===== config.mk =====
export PLATFORM = sky130hd
export DESIGN_NAME = casc_ack_seq
export DESIGN_NICKNAME = d
export VERILOG_FILES = /design/src/rtl/casc_pkg.sv /design/src/rtl/casc_req_pulser.sv /design/src/rtl/casc_ack_resolver.sv /design/src/rtl/casc_ack_seq.sv
export SDC_FILE = /design/constraint.sdc
export NUM_CORES = 1
export LEC_CHECK = 0
export BUFFER_PORTS_ARGS = -buffer_cell sky130_fd_sc_hd__buf_2
export CAP_MARGIN = 20
export CELL_PAD_IN_SITES_DETAIL_PLACEMENT = 1
export CELL_PAD_IN_SITES_GLOBAL_PLACEMENT = 2
export CORE_UTILIZATION = 21
export DETAILED_ROUTE_END_ITERATION = 12
export PLACE_DENSITY = 0.78
export SYNTH_ARGS = -nofsm -noshare
export SYNTH_HDL_FRONTEND = slang
export SYNTH_SLANG_ARGS = --single-unit

===== constraint.sdc =====
create_clock -name clk -period 2.1 [get_ports clk]
set_input_delay 0.21 -clock clk [delete_from_list [all_inputs] [get_ports clk]]
set_output_delay 0.21 -clock clk [all_outputs]
set_load 0.02 [all_outputs]

===== src/rtl/casc_pkg.sv =====
// Shared widths and fixed line numbers for the cascade sequencer.
// Assumes both controllers have eight inputs and use 3-bit line numbers.
package casc_pkg;
    localparam int LINE_W    = 3;
    localparam int VEC_W     = 8;
    localparam int BASE_W    = VEC_W - LINE_W;
    localparam logic [LINE_W-1:0] CAS_LINE  = 3'd2;
    localparam logic [LINE_W-1:0] SPUR_LINE = 3'd7;

    typedef struct packed {
        logic              vld;
        logic [LINE_W-1:0] line;
    } win_t;
endpackage


===== src/rtl/casc_req_pulser.sv =====
// Turns a slave winner into a one-cycle pulse on master cascade input.
// Assumes the slave winner flag is synchronous to clk. Re-arms when the
// slave has no winner or when an acknowledge is taken.
module casc_req_pulser (
    input  logic clk,
    input  logic rst_n,
    input  logic slv_vld_i,
    input  logic ack_i,
    output logic pulse_o
);
    logic armed_q;
    logic launch;

    assign launch = armed_q && slv_vld_i;

    // Arm flag and pulse register.
    always_ff @(posedge clk) begin
        if (!rst_n) begin
            armed_q <= 1'b1;
            pulse_o <= 1'b0;
        end else begin
            pulse_o <= launch;
            if (launch)
                armed_q <= 1'b0;
            else if (!slv_vld_i || ack_i)
                armed_q <= 1'b1;
        end
    end

    p_cas_single_r2: assert property (@(posedge clk) disable iff (!rst_n)
        pulse_o |=> !pulse_o);
    p_cas_rearm_r3: assert property (@(posedge clk) disable iff (!rst_n)
        (pulse_o && !slv_vld_i) |=> !pulse_o);
endmodule


===== src/rtl/casc_ack_resolver.sv =====
// Resolves an acknowledge strobe into master/slave acks and a vector.
// Assumes winners are stable in the strobe cycle; outputs appear one
// cycle later for one cycle and are zero otherwise.
module casc_ack_resolver
    import casc_pkg::*;
(
    input  logic              clk,
    input  logic              rst_n,
    input  logic              ack_i,
    input  win_t              mst_i,
    input  win_t              slv_i,
    input  logic [VEC_W-1:0]  mst_base_i,
    input  logic [VEC_W-1:0]  slv_base_i,
    output logic              mst_ack_o,
    output logic [LINE_W-1:0] mst_line_o,
    output logic              slv_ack_o,
    output logic [LINE_W-1:0] slv_line_o,
    output logic              vec_vld_o,
    output logic [VEC_W-1:0]  vec_o
);
    logic              cascade;
    logic [LINE_W-1:0] sel_line;
    logic [BASE_W-1:0] sel_base;

    // Choose base and line for the vector, with spurious fallback to line 7.
    always_comb begin
        cascade  = mst_i.vld && (mst_i.line == CAS_LINE);
        sel_base = cascade ? slv_base_i[VEC_W-1:LINE_W] : mst_base_i[VEC_W-1:LINE_W];
        if (cascade)
            sel_line = slv_i.vld ? slv_i.line : SPUR_LINE;
        else
            sel_line = mst_i.vld ? mst_i.line : SPUR_LINE;
    end

    // Register acknowledge outputs for one cycle.
    always_ff @(posedge clk) begin
        if (!rst_n || !ack_i) begin
            mst_ack_o  <= 1'b0;
            mst_line_o <= '0;
            slv_ack_o  <= 1'b0;
            slv_line_o <= '0;
            vec_vld_o  <= 1'b0;
            vec_o      <= '0;
        end else begin
            mst_ack_o  <= mst_i.vld;
            mst_line_o <= mst_i.vld ? mst_i.line : '0;
            slv_ack_o  <= cascade && slv_i.vld;
            slv_line_o <= (cascade && slv_i.vld) ? slv_i.line : '0;
            vec_vld_o  <= 1'b1;
            vec_o      <= {sel_base, sel_line};
        end
    end

    p_vec_follow_r8: assert property (@(posedge clk) disable iff (!rst_n)
        ack_i |=> vec_vld_o);
    p_vec_quiet_r8: assert property (@(posedge clk) disable iff (!rst_n)
        !ack_i |=> (!vec_vld_o && vec_o == '0));
    p_slv_needs_cas_r5: assert property (@(posedge clk) disable iff (!rst_n)
        slv_ack_o |-> (mst_ack_o && mst_line_o == CAS_LINE));
    p_spur_mst_r7: assert property (@(posedge clk) disable iff (!rst_n)
        (ack_i && !mst_i.vld) |=> (!mst_ack_o && !slv_ack_o));
endmodule


===== src/rtl/casc_ack_seq.sv =====
// Top of the cascade sequencer: routes slave requests to master line 2,
// drives the processor interrupt, resolves acknowledges into a vector and
// forwards slave poll reads as a master line-2 clear.
// Assumes both controllers' winner outputs are synchronous to clk.
module casc_ack_seq
    import casc_pkg::*;
(
    input  logic              clk,
    input  logic              rst_n,
    input  logic              mst_win_vld_i,
    input  logic [2:0]        mst_win_line_i,
    input  logic              slv_win_vld_i,
    input  logic [2:0]        slv_win_line_i,
    input  logic [7:0]        mst_base_i,
    input  logic [7:0]        slv_base_i,
    input  logic              ack_i,
    input  logic              slv_poll_i,
    output logic              cpu_int_o,
    output logic              cas_req_o,
    output logic              mst_ack_o,
    output logic [2:0]        mst_ack_line_o,
    output logic              slv_ack_o,
    output logic [2:0]        slv_ack_line_o,
    output logic              vec_vld_o,
    output logic [7:0]        vec_o,
    output logic              cas_clr_o
);
    win_t mst_w, slv_w;

    assign mst_w     = '{vld: mst_win_vld_i, line: mst_win_line_i};
    assign slv_w     = '{vld: slv_win_vld_i, line: slv_win_line_i};
    assign cpu_int_o = mst_win_vld_i;

    casc_req_pulser u_pulser (
        .clk       (clk),
        .rst_n     (rst_n),
        .slv_vld_i (slv_win_vld_i),
        .ack_i     (ack_i),
        .pulse_o   (cas_req_o)
    );

    casc_ack_resolver u_resolver (
        .clk        (clk),
        .rst_n      (rst_n),
        .ack_i      (ack_i),
        .mst_i      (mst_w),
        .slv_i      (slv_w),
        .mst_base_i (mst_base_i),
        .slv_base_i (slv_base_i),
        .mst_ack_o  (mst_ack_o),
        .mst_line_o (mst_ack_line_o),
        .slv_ack_o  (slv_ack_o),
        .slv_line_o (slv_ack_line_o),
        .vec_vld_o  (vec_vld_o),
        .vec_o      (vec_o)
    );

    // Forward a slave poll read as a one-cycle master line-2 clear.
    always_ff @(posedge clk) begin
        if (!rst_n)
            cas_clr_o <= 1'b0;
        else
            cas_clr_o <= slv_poll_i;
    end

    p_poll_clear_r9: assert property (@(posedge clk) disable iff (!rst_n)
        slv_poll_i |=> cas_clr_o);
    p_poll_once_r9: assert property (@(posedge clk) disable iff (!rst_n)
        !slv_poll_i |=> !cas_clr_o);
endmodule


==> results.sh, run 1 <==
export IMPL_status="complete, but fails checks"
export IMPL_violations="design-rule violations"
export IMPL_row_count=19
export IMPL_maxCapViolations=0
export IMPL_period_share_pct=47.02
export IMPL_hold_violations=0
export IMPL_fin_crit_ps=987.4
export IMPL_syn_area_um2=646.9
export IMPL_cp_required_ps=2290
export IMPL_cts_sinks=20
export IMPL_yosys_warnings=0
export IMPL_cp_slowest_stage_delay_ps=520
export IMPL_grt_max_degree=14
export IMPL_fillers=354
export IMPL_path_buf_inv=1
export IMPL_max_freq_mhz=1013
export IMPL_fin_skew_ps=0.09567
export IMPL_num_antenna_cells=0
export IMPL_reg2regPathDepth=1
export IMPL_setup_violations=0
export IMPL_cts_buffers=3
export IMPL_drc=4
export IMPL_core_um2=2829
export IMPL_grt_overflow=0
export IMPL_cts_resized=0
export IMPL_drive_above_1_share_pct=44.23
export IMPL_holdBufCountCts=0
export IMPL_clkTransAtPathRegs_ps=100
export IMPL_die_h_um=57.50
export IMPL_cp_end_kind="register"
export IMPL_antenna_found_initial=0
export IMPL_cts_htree_levels=1
export IMPL_final_cell_mix="buf_2 (41), dfxtp_1 (20), nand2_1 (7)"
export IMPL_tightest_slew_ps=405.6
export IMPL_critical_path_max_fanout=12
export IMPL_critPathLaunchType="input port"
export IMPL_r2r_slack_ps=1550
export IMPL_fin_area_um2=887.1
export IMPL_path_delay_family="simple AND/OR/NAND/NOR gates"
export IMPL_syn_mean_instance_area_um2=10.27
export IMPL_hold_class="in2reg"
export IMPL_worstSetupPathType="in2reg"
export IMPL_clk_latency_ps=280
export IMPL_grt_pass1_wl_um=2456
export IMPL_cp_depth=4
export IMPL_place_congestion=0.7036
export IMPL_setup_tns_ps=0
export IMPL_ant_nets=0
export IMPL_cts_path_max_buffers=2
export IMPL_dp_hpwl_um=1293
export IMPL_worstHoldPathCells=2
export IMPL_via_count=587
export IMPL_cts_setup_buffers=0
export IMPL_netlist_instances=63
export IMPL_start_util_pct=22.87
export IMPL_synth_seq_area_share_pct=61.90
export IMPL_peakVddDrop_mv=0.1647
export IMPL_wirelength_um=1544
export IMPL_track_usage_pct=9.815
export IMPL_drt_first_pass_iters=9
export IMPL_die_area_um2=3306
export IMPL_slew_viol_final=0
export IMPL_rsz0062_at_grt="no"
export IMPL_portBuffers=41
export IMPL_cts_tree="built"
export IMPL_drt_iter0_markers=14
export IMPL_first_global_vias=569
export IMPL_final_common_cell="buf_2"
export IMPL_power_density_nw_per_um2=731.8
export IMPL_root_buffer="clkbuf_4"
export IMPL_wire_per_inst_um=11.44
export IMPL_ios=48
export IMPL_ys_seq_elements=20
export IMPL_worstPathCellList="buf_2 -> and4bb_1 -> nand2_1 -> o221a_2"
export IMPL_worst_path_max_delay_cell="and4bb_1"
export IMPL_critPathArrivalTime_ps=1170
export IMPL_p_leak_nw=0.4617
export IMPL_die_w_um=57.50
export IMPL_syn_nets=91
export IMPL_ys_types=17
export IMPL_fin_nets=134
export IMPL_area_growth_synth_to_final_pct=37.14
export IMPL_dpl_cell_area_um2=864.6
export IMPL_vias_per_cell=4.348
export IMPL_relSlewSlack_pct=72.96
[sequential cells by signal, summed over array words and instances, names as in the netlist]
name,count
u_resolver.slv_ack_o,1
u_pulser.pulse_o,1
cas_clr_o,1
u_resolver.vec_vld_o,1
u_resolver.mst_ack_o,1
u_resolver.mst_line_o,3
u_resolver.vec_o,8
u_resolver.slv_line_o,3
u_pulser.armed_q,1
[metal layers]
layer | global-route usage [%] | part of all wire, %
met5 | 0 | 0
met4 | 4.181 | 0
met3 | 2.268 | 7.7
met2 | 17.77 | 51
met1 | 10.89 | 41
[final cells by class]
class | count | area, um^2 | share of cell area (%)
repair buffers | 41 | 205.2 | 23.13
clock buffers | 3 | 22.52 | 2.539
flip-flops and latches | 20 | 400.4 | 45.13
multi-input cells | 34 | 197.7 | 22.28
inverters | 6 | 22.52 | 2.539
well taps | 31 | 38.79 | 4.372
[stage by stage]
step           util, %  hold WS, ps  total power [mW]  instances  setup WS, ps
2_1_floorplan        -        298.9            0.4482         63          1228
3_3_place_gp     30.56        416.5            0.4841        132         833.2
3_5_place_dp     30.56        425.0            0.4873        132         816.6
4_1_cts          31.36        122.8            0.6568        135          1105
5_1_grt          31.36        122.6            0.6879        135          1059
6_report         31.36        126.1            0.6492        135          1113
[path summary, 6_finish.rpt]
check | start | endpoint
max | mst_win_line_i[2] | u_resolver.vec_o[1]
min | slv_poll_i | cas_clr_o
max reg2reg | u_pulser.armed_q | u_pulser.pulse_o
min reg2reg | u_pulser.armed_q | u_pulser.armed_q
[cells in the mapped netlist]
master | instances | area share [%]
and3_4 | 1 | 1.7
buf_4 | 2 | 2.3
and2_1 | 5 | 4.8
nor2_1 | 1 | 0.58
and4bb_1 | 1 | 1.9
a31oi_1 | 2 | 1.9
o221a_2 | 1 | 1.7
and3_1 | 1 | 0.97
nand3_1 | 5 | 3.9
buf_6 | 1 | 1.7
inv_1 | 6 | 3.5
nor3_1 | 2 | 1.5
o21ai_1 | 3 | 2.3
o21ai_0 | 2 | 1.5
o211ai_1 | 3 | 3.5
dfxtp_1 | 20 | 62
nand2_1 | 7 | 4.1
[kinds of logic (layout without fill, tap and decap cells)]
family	after synthesis	in the layout	synth area share, %
AOI/OAI and AO/OA	11	11	11.02
buffers and inverters	9	50	7.542
DFF	20	20	61.89
and+or+nand+nor	23	23	19.54
[where the power goes]
part           internal (mW)  switching [mW]  leakage (nW)
clock network         0.0666           0.106        0.0138
registers              0.393         0.00303         0.164
logic                 0.0321          0.0482         0.284
total                  0.492           0.157         0.462
No activity file was read; power rests on OpenSTA's default activity.
==> run 2: changes to the inputs <==
Settings changed: ABC_AREA set to 1, CORE_UTILIZATION 21 to 17, PLACE_DENSITY 0.78 to 0.7.
Clock period 2.1 ns to 0.8 ns, I/O delays scaled along.
==> run 2 against run 1 <==
Effect of this change:
- the run now ends clean
- first-iteration DRC count fell by 71%
- non-clock buffer count increased by 4
- clock skew about the same
- sequential power grew to 2.7 times the previous value
- global-route usage decreased by 1.7 points
- synthesized cell count grew 41%
- power increased to 3.3 times the previous value
- clock-buffer cell count up 1
- core utilization fell by 0.59 points
- combinational power grew to 3.7 times the previous value
- critical endpoint is now slv_ack_line_o[2]
- largest cell class unchanged
- largest power group unchanged
==> results.sh, run 2 <==
export IMPL_worstSetupPathType="reg2out"
export IMPL_cts_buffers=3
export IMPL_worst_path_max_delay_cell="dfxtp_2"
export IMPL_ys_async_sr_fraction_pct=0
export IMPL_num_antenna_cells=0
export IMPL_die_w_um=65.97
export IMPL_top_regs="u_resolver.vec_o: 8 flops, u_resolver.mst_line_o: 3 flops, u_resolver.slv_line_o: 3 flops"
export IMPL_first_global_vias=661
export IMPL_critPathLaunchType="register"
export IMPL_largest_reg_flops=8
export IMPL_power_frac_comb_pct=14.1
export IMPL_path_delay_family="flip-flops"
export IMPL_power_switching_mw=0.4921
export IMPL_slew_viol_final=0
export IMPL_cts_path_max_buffers=2
export IMPL_antenna_found_initial=0
export IMPL_synthMostInstantiatedCell="nor2_1"
export IMPL_die_h_um=65.97
export IMPL_power_internal_mw=1.621
export IMPL_wire_per_inst_um=9.832
export IMPL_netlist_area_leader_share_pct=57.55
export IMPL_cp_required_ps=720
export IMPL_critical_path_max_fanout=1
export IMPL_cts_sinks=20
export IMPL_final_common_cell="nor2_1"
export IMPL_utilization_pct=30.76
export IMPL_portBuffers=41
export IMPL_ys_seq_elements=20
export IMPL_ios=48
export IMPL_drc=0
export IMPL_holdBufCountCts=0
export IMPL_synth_compound_area_share_pct=2.158
export IMPL_cts_tree="built"
export IMPL_ys_types=13
export IMPL_dpl_cell_area_um2=972.2
export IMPL_root_buffer="clkbuf_8"
export IMPL_pwr_share_seq_pct=50.0
export IMPL_ys_top_cells_by_area="dfxtp_1 (58%), nor2_1 (13%), nand2_1 (8.6%)"
export IMPL_synth_seq_area_share_pct=57.55
export IMPL_relSlewSlack_pct=82.54
export IMPL_path_buf_inv=1
export IMPL_syn_area_um2=695.7
export IMPL_finalWorstSetupSlack_ps=17.67
export IMPL_tightest_slew_ps=261.3
export IMPL_synthSimpleGateAreaFrac_pct=28.42
export IMPL_cts_htree_levels=1
export IMPL_synth_adder_area_share_pct=0
export IMPL_rsz0062_at_grt="yes"
export IMPL_status="finished clean"
export IMPL_track_usage_pct=8.132
export IMPL_p_clk_share_pct=35.9
export IMPL_synth_edff_count=0
export IMPL_place_congestion=0.6387
export IMPL_clk_latency_ps=250
export IMPL_fin_area_um2=1169
export IMPL_maxCapViolations=0
export IMPL_netlist_instances=89
export IMPL_via_count=679
export IMPL_final_cell_mix="nor2_1 (25), buf_2 (22), buf_6 (19)"
export IMPL_peakVddDrop_mv=0.9305
export IMPL_hold_class="in2reg"
export IMPL_ys_top_cells_by_count="nor2_1 (25), dfxtp_1 (20), nand2_1 (16)"
export IMPL_total_power_mw=2.113
export IMPL_fin_crit_ps=782.3
export IMPL_start_util_pct=18.31
export IMPL_core_um2=3799
export IMPL_yosys_warnings=0
export IMPL_synth_top_family_by_area="simple AND/OR/NAND/NOR gates"
export IMPL_critPathArrivalTime_ps=700
export IMPL_row_count=22
export IMPL_drt_first_pass_iters=3
export IMPL_ant_nets=0
export IMPL_vias_per_cell=3.690
export IMPL_syn_nets=117
export IMPL_pre_cts_slack_ps=-91.88
export IMPL_p_sw_share_pct=23.29
export IMPL_max_flop_register="u_resolver.vec_o"
export IMPL_p_leak_nw=0.6065
export IMPL_dp_hpwl_um=1472
export IMPL_syn_mean_instance_area_um2=7.816
export IMPL_worstPathCellList="buf_6"
export IMPL_cp_end_kind="output port"
export IMPL_cp_slowest_stage_delay_ps=330
export IMPL_setup_violations=0
export IMPL_grt_pass1_wl_um=2684
export IMPL_yosys_area_top_type="dfxtp_1"
export IMPL_synth_xor_area_share_pct=0
export IMPL_wirelength_um=1809
export IMPL_drt_iter0_markers=4
export IMPL_area_growth_synth_to_final_pct=67.99
export IMPL_period_share_pct=97.79
export IMPL_clkTransAtPathRegs_ps=70
export IMPL_power_density_nw_per_um2=1808
export IMPL_muxShareOfSynthArea_pct=0
export IMPL_max_freq_mhz=1278
export IMPL_synth_flop_cell="dfxtp_1"
export IMPL_cts_setup_buffers=0
export IMPL_fin_nets=165
export IMPL_fin_skew_ps=0.004385
export IMPL_grt_overflow=0
export IMPL_die_area_um2=4352
export IMPL_hold_violations=0
export IMPL_drive_above_1_share_pct=55.15
export IMPL_grt_max_degree=12
run 2: cell types whose count changed in the layout (fill, tap and decap cells not counted), moves of 4 or more:
cell / before / now
nor2_1: 1 / 25
clkbuf_8: 0 / 4
inv_1: 6 / 13
buf_4: 0 / 4
dfxtp_2: 0 / 18
nand2_1: 7 / 16
buf_2: 41 / 22
inv_2: 0 / 4
and2_1: 5 / 0
dfxtp_1: 20 / 2
buf_6: 0 / 19
run 2: kinds of logic (layout without fill, tap and decap cells):
group,after synthesis,after routing
simple gates,47,47
compound gates,3,3
buf+inv,19,66
flops,20,20
run 2: power by group through the flow:
stage	Combinational, mW	Sequential [mW]	Clock, mW
detailed placement	0.263	1.07	0
global placement	0.257	1.07	0
global route	0.326	1.06	0.835
floorplan	0.0888	1.11	0
CTS	0.286	1.05	0.791
finish	0.297	1.06	0.760
run 2: what timing repair did:
action | CTS | global route
endpoints found under the hold margin | 0 | 0
setup endpoints to repair | 19 | 18
resized for setup | 28 | 28
run 2: per-stage QoR:
stage / setup TNS [ps] / hold WS (ps) / cells
2_1_floorplan: 0 / 173.5 / 89
3_3_place_gp: -434.7 / 266.1 / 180
3_5_place_dp: -685.5 / 282.2 / 180
4_1_cts: 0 / 14.09 / 184
5_1_grt: -41.52 / 21.52 / 184
6_report: 0 / 15.00 / 184
run 2: layout make-up:
class                           instances  area, um^2
Multi-Input combinational cell         50       212.7
Fill cell                             468        2630
Inverter                               17       63.81
Timing Repair Buffer                   45       354.1
Sequential cell                        20       422.9
Clock buffer                            4       55.05
Tap cell                               48       60.06
run 2: worst paths after layout:
path                                                from                 to  slack (ps)  depth (start not counted)
worst min register to register          u_pulser.armed_q   u_pulser.pulse_o         440                          2
worst min-delay path                          slv_poll_i          cas_clr_o          20                          3
worst max register to register          u_pulser.armed_q   u_pulser.armed_q         140                          3
worst max-delay path            u_resolver.slv_line_o[2]  slv_ack_line_o[2]          20                          1
run 2: tightest hold or removal path, delay by kind of cell:
| family | cells | cell delay (ps) |
|---|---|---|
| buf+inv | 2 | 110 |
| simple gates | 1 | 50 |
run 2: metal layers:
metal	track usage (%)	vias up	part of all wire (%)
met5	0	-	0
met4	1.596	0	0
met3	3.621	0	11
met2	14.03	35	46
met1	9.204	296	43
li1	-	348	-
==> run 3: changes to the inputs <==
Settings changed: CAP_MARGIN 20 to not set, PLACE_DENSITY 0.7 to not set, PLACE_DENSITY_LB_ADDON set to 0.1, SYNTH_HIERARCHICAL set to 1.
==> run 3 against run 2 <==
Effect of this change:
- global-route usage grew 0.73 points
- design area grew 0.32%
- power shrank 5.1%
- sequential cell count is the same
- highest routed layer is now met4
- wire length shrank 1.0%
- final cell count grew 1.1%
==> results.sh, run 3 <==
export IMPL_status="finished clean"
export IMPL_peakVddDrop_mv=0.4248
export IMPL_cts_sinks=20
export IMPL_grt_overflow=0
export IMPL_hold_class="in2reg"
export IMPL_max_flop_register="u_resolver/vec_o"
export IMPL_largest_reg_flops=8
export IMPL_slew_viol_final=0
export IMPL_yosys_warnings=6
export IMPL_synth_seq_area_share_pct=57.66
export IMPL_tightest_slew_ps=204.0
export IMPL_grt_pass1_wl_um=2829
export IMPL_critPathArrivalTime_ps=700
export IMPL_row_count=22
export IMPL_met1_usage_pct=10.53
export IMPL_ys_seq_elements=20
export IMPL_syn_nets=118
export IMPL_dpl_cell_area_um2=991.0
export IMPL_r2r_start="u_pulser/armed_q"
export IMPL_clk_latency_ps=250
export IMPL_relSlewSlack_pct=86.35
export IMPL_worst_path_max_delay_cell="dfxtp_1"
export IMPL_worstPathCellList="buf_4"
export IMPL_setup_tns_ps=0
export IMPL_core_um2=3799
export IMPL_ys_top_cells_by_area="dfxtp_1 (58%), nor2_1 (11%), nand2_1 (9.7%)"
export IMPL_start_util_pct=18.28
export IMPL_fillers=461
export IMPL_dp_cells=182
export IMPL_final_common_cell="buf_2"
export IMPL_ios=48
export IMPL_critical_path_max_fanout=1
export IMPL_die_area_um2=4344
export IMPL_cp_slowest_stage_delay_ps=300
export IMPL_utilization_pct=30.86
export IMPL_via_count=675
export IMPL_wire_per_inst_um=9.629
export IMPL_cp_end_kind="output port"
export IMPL_ys_types=12
export IMPL_portBuffers=41
export IMPL_synth_flop_cell="dfxtp_1"
export IMPL_cts_htree_levels=1
export IMPL_max_freq_mhz=1286
export IMPL_yosys_area_top_type="dfxtp_1"
export IMPL_antenna_found_initial=0
export IMPL_track_usage_pct=8.867
export IMPL_fin_nets=168
export IMPL_ys_top_cells_by_count="nor2_1 (21), dfxtp_1 (20), nand2_1 (18)"
export IMPL_netlist_instances=90
export IMPL_fin_crit_ps=777.7
export IMPL_drc=0
export IMPL_rsz0062_at_grt="yes"
export IMPL_met3_usage_pct=2.759
export IMPL_netlist_area_leader_share_pct=57.66
export IMPL_clkTransAtPathRegs_ps=70
export IMPL_cts_buffers=3
export IMPL_critPathLaunchType="register"
export IMPL_top_regs="u_resolver/vec_o: 8 flops, u_resolver/mst_line_o: 3 flops, u_resolver/slv_line_o: 3 flops"
export IMPL_synth_edff_count=0
export IMPL_die_h_um=65.91
export IMPL_drt_first_pass_iters=4
export IMPL_cts_path_max_buffers=2
export IMPL_drt_iter0_markers=8
export IMPL_startpoint="u_resolver/slv_line_o[2]"
export IMPL_ys_async_sr_fraction_pct=0
export IMPL_period_share_pct=97.21
export IMPL_num_antenna_cells=0
export IMPL_maxCapViolations=0
export IMPL_cts_setup_buffers=0
export IMPL_power_density_nw_per_um2=1710
export IMPL_place_congestion=0.6428
export IMPL_ant_nets=0
export IMPL_die_w_um=65.91
export IMPL_path_buf_inv=1
export IMPL_area_growth_synth_to_final_pct=68.83
export IMPL_cts_tree="built"
export IMPL_root_buffer="clkbuf_8"
export IMPL_syn_area_um2=694.4
export IMPL_cp_required_ps=720
export IMPL_r2r_slack_ps=240
export IMPL_final_cell_mix="buf_2 (22), nor2_1 (21), nand2_1 (18)"
export IMPL_fin_area_um2=1172
export IMPL_hold_start="rst_n"
export IMPL_first_global_vias=696
export IMPL_dp_hpwl_um=1406
export IMPL_drive_above_1_share_pct=52.17
export IMPL_busiest_layer="met2"
export IMPL_stdcell_count=186
export IMPL_grtUsageMet2_pct=13.65
export IMPL_worstSetupPathType="reg2out"
export IMPL_wirelength_um=1791
export IMPL_syn_mean_instance_area_um2=7.716
export IMPL_synthMostInstantiatedCell="nor2_1"
export IMPL_p_leak_nw=0.6175
export IMPL_grt_max_degree=11
export IMPL_vias_per_cell=3.629
export IMPL_fin_skew_ps=0.09784
export IMPL_setup_violations=0
export IMPL_hold_violations=0
export IMPL_path_delay_family="flip-flops"
[run 3: changes by cell type after synthesis, sizes merged]
cell / previous run / this run
inv: 17 / 18
nand2: 18 / 20
nor2: 26 / 24
[run 3: stage by stage]
step           hold slack (ps)  setup slack [ps]  total power, mW
2_1_floorplan            173.5             144.5            1.197
3_3_place_gp             264.4            -65.24            1.326
3_5_place_dp             264.9            -67.01            1.329
4_1_cts                  36.77            0.4911            2.025
5_1_grt                  55.16            -6.624            2.129
6_report                 39.97             22.31            2.005
[run 3: path summary, 6_finish.rpt]
path                  endpoint  depth (start not counted)
max          slv_ack_line_o[2]                          1
min                  cas_clr_o                          3
max reg2reg   u_pulser/armed_q                          3
min reg2reg   u_pulser/pulse_o                          2
[run 3: cell families after synthesis]
| family | synth area share [%] |
|---|---|
| buffers and inverters | 12.43 |
| and+or+nand+nor | 27.75 |
| DFF | 57.66 |
| AOI/OAI and AO/OA | 2.162 |
[run 3: layer usage]
metal	part of all wire [%]	up-vias
met4	1.2	0
met3	5.0	2
met1	45	295
li1	-	352
met2	48	26
met5	0	-
[run 3: timing repair]
action | in CTS | in global routing
hold buffers | 1 | 0
endpoints found under the setup margin | 17 | 18
hold endpoints to repair | 1 | 0
gates resized for setup | 21 | 30
[run 3: final cells by class]
| type | count | area [um^2] | share of cell area [%] |
|---|---|---|---|
| Multi-Input combinational cell | 50 | 207.7 | 17.72 |
| Inverter | 18 | 67.56 | 5.763 |
| Sequential cell | 20 | 419.2 | 35.75 |
| Tap cell | 48 | 60.06 | 5.123 |
| Timing Repair Buffer | 47 | 376.6 | 32.12 |
| Clock buffer | 3 | 41.29 | 3.522 |
[run 3: report_power, final]
| group | switching, mW | internal [mW] |
|---|---|---|
| logic | 0.151 | 0.151 |
| registers | 0.0153 | 1.04 |
| clock network | 0.315 | 0.335 |
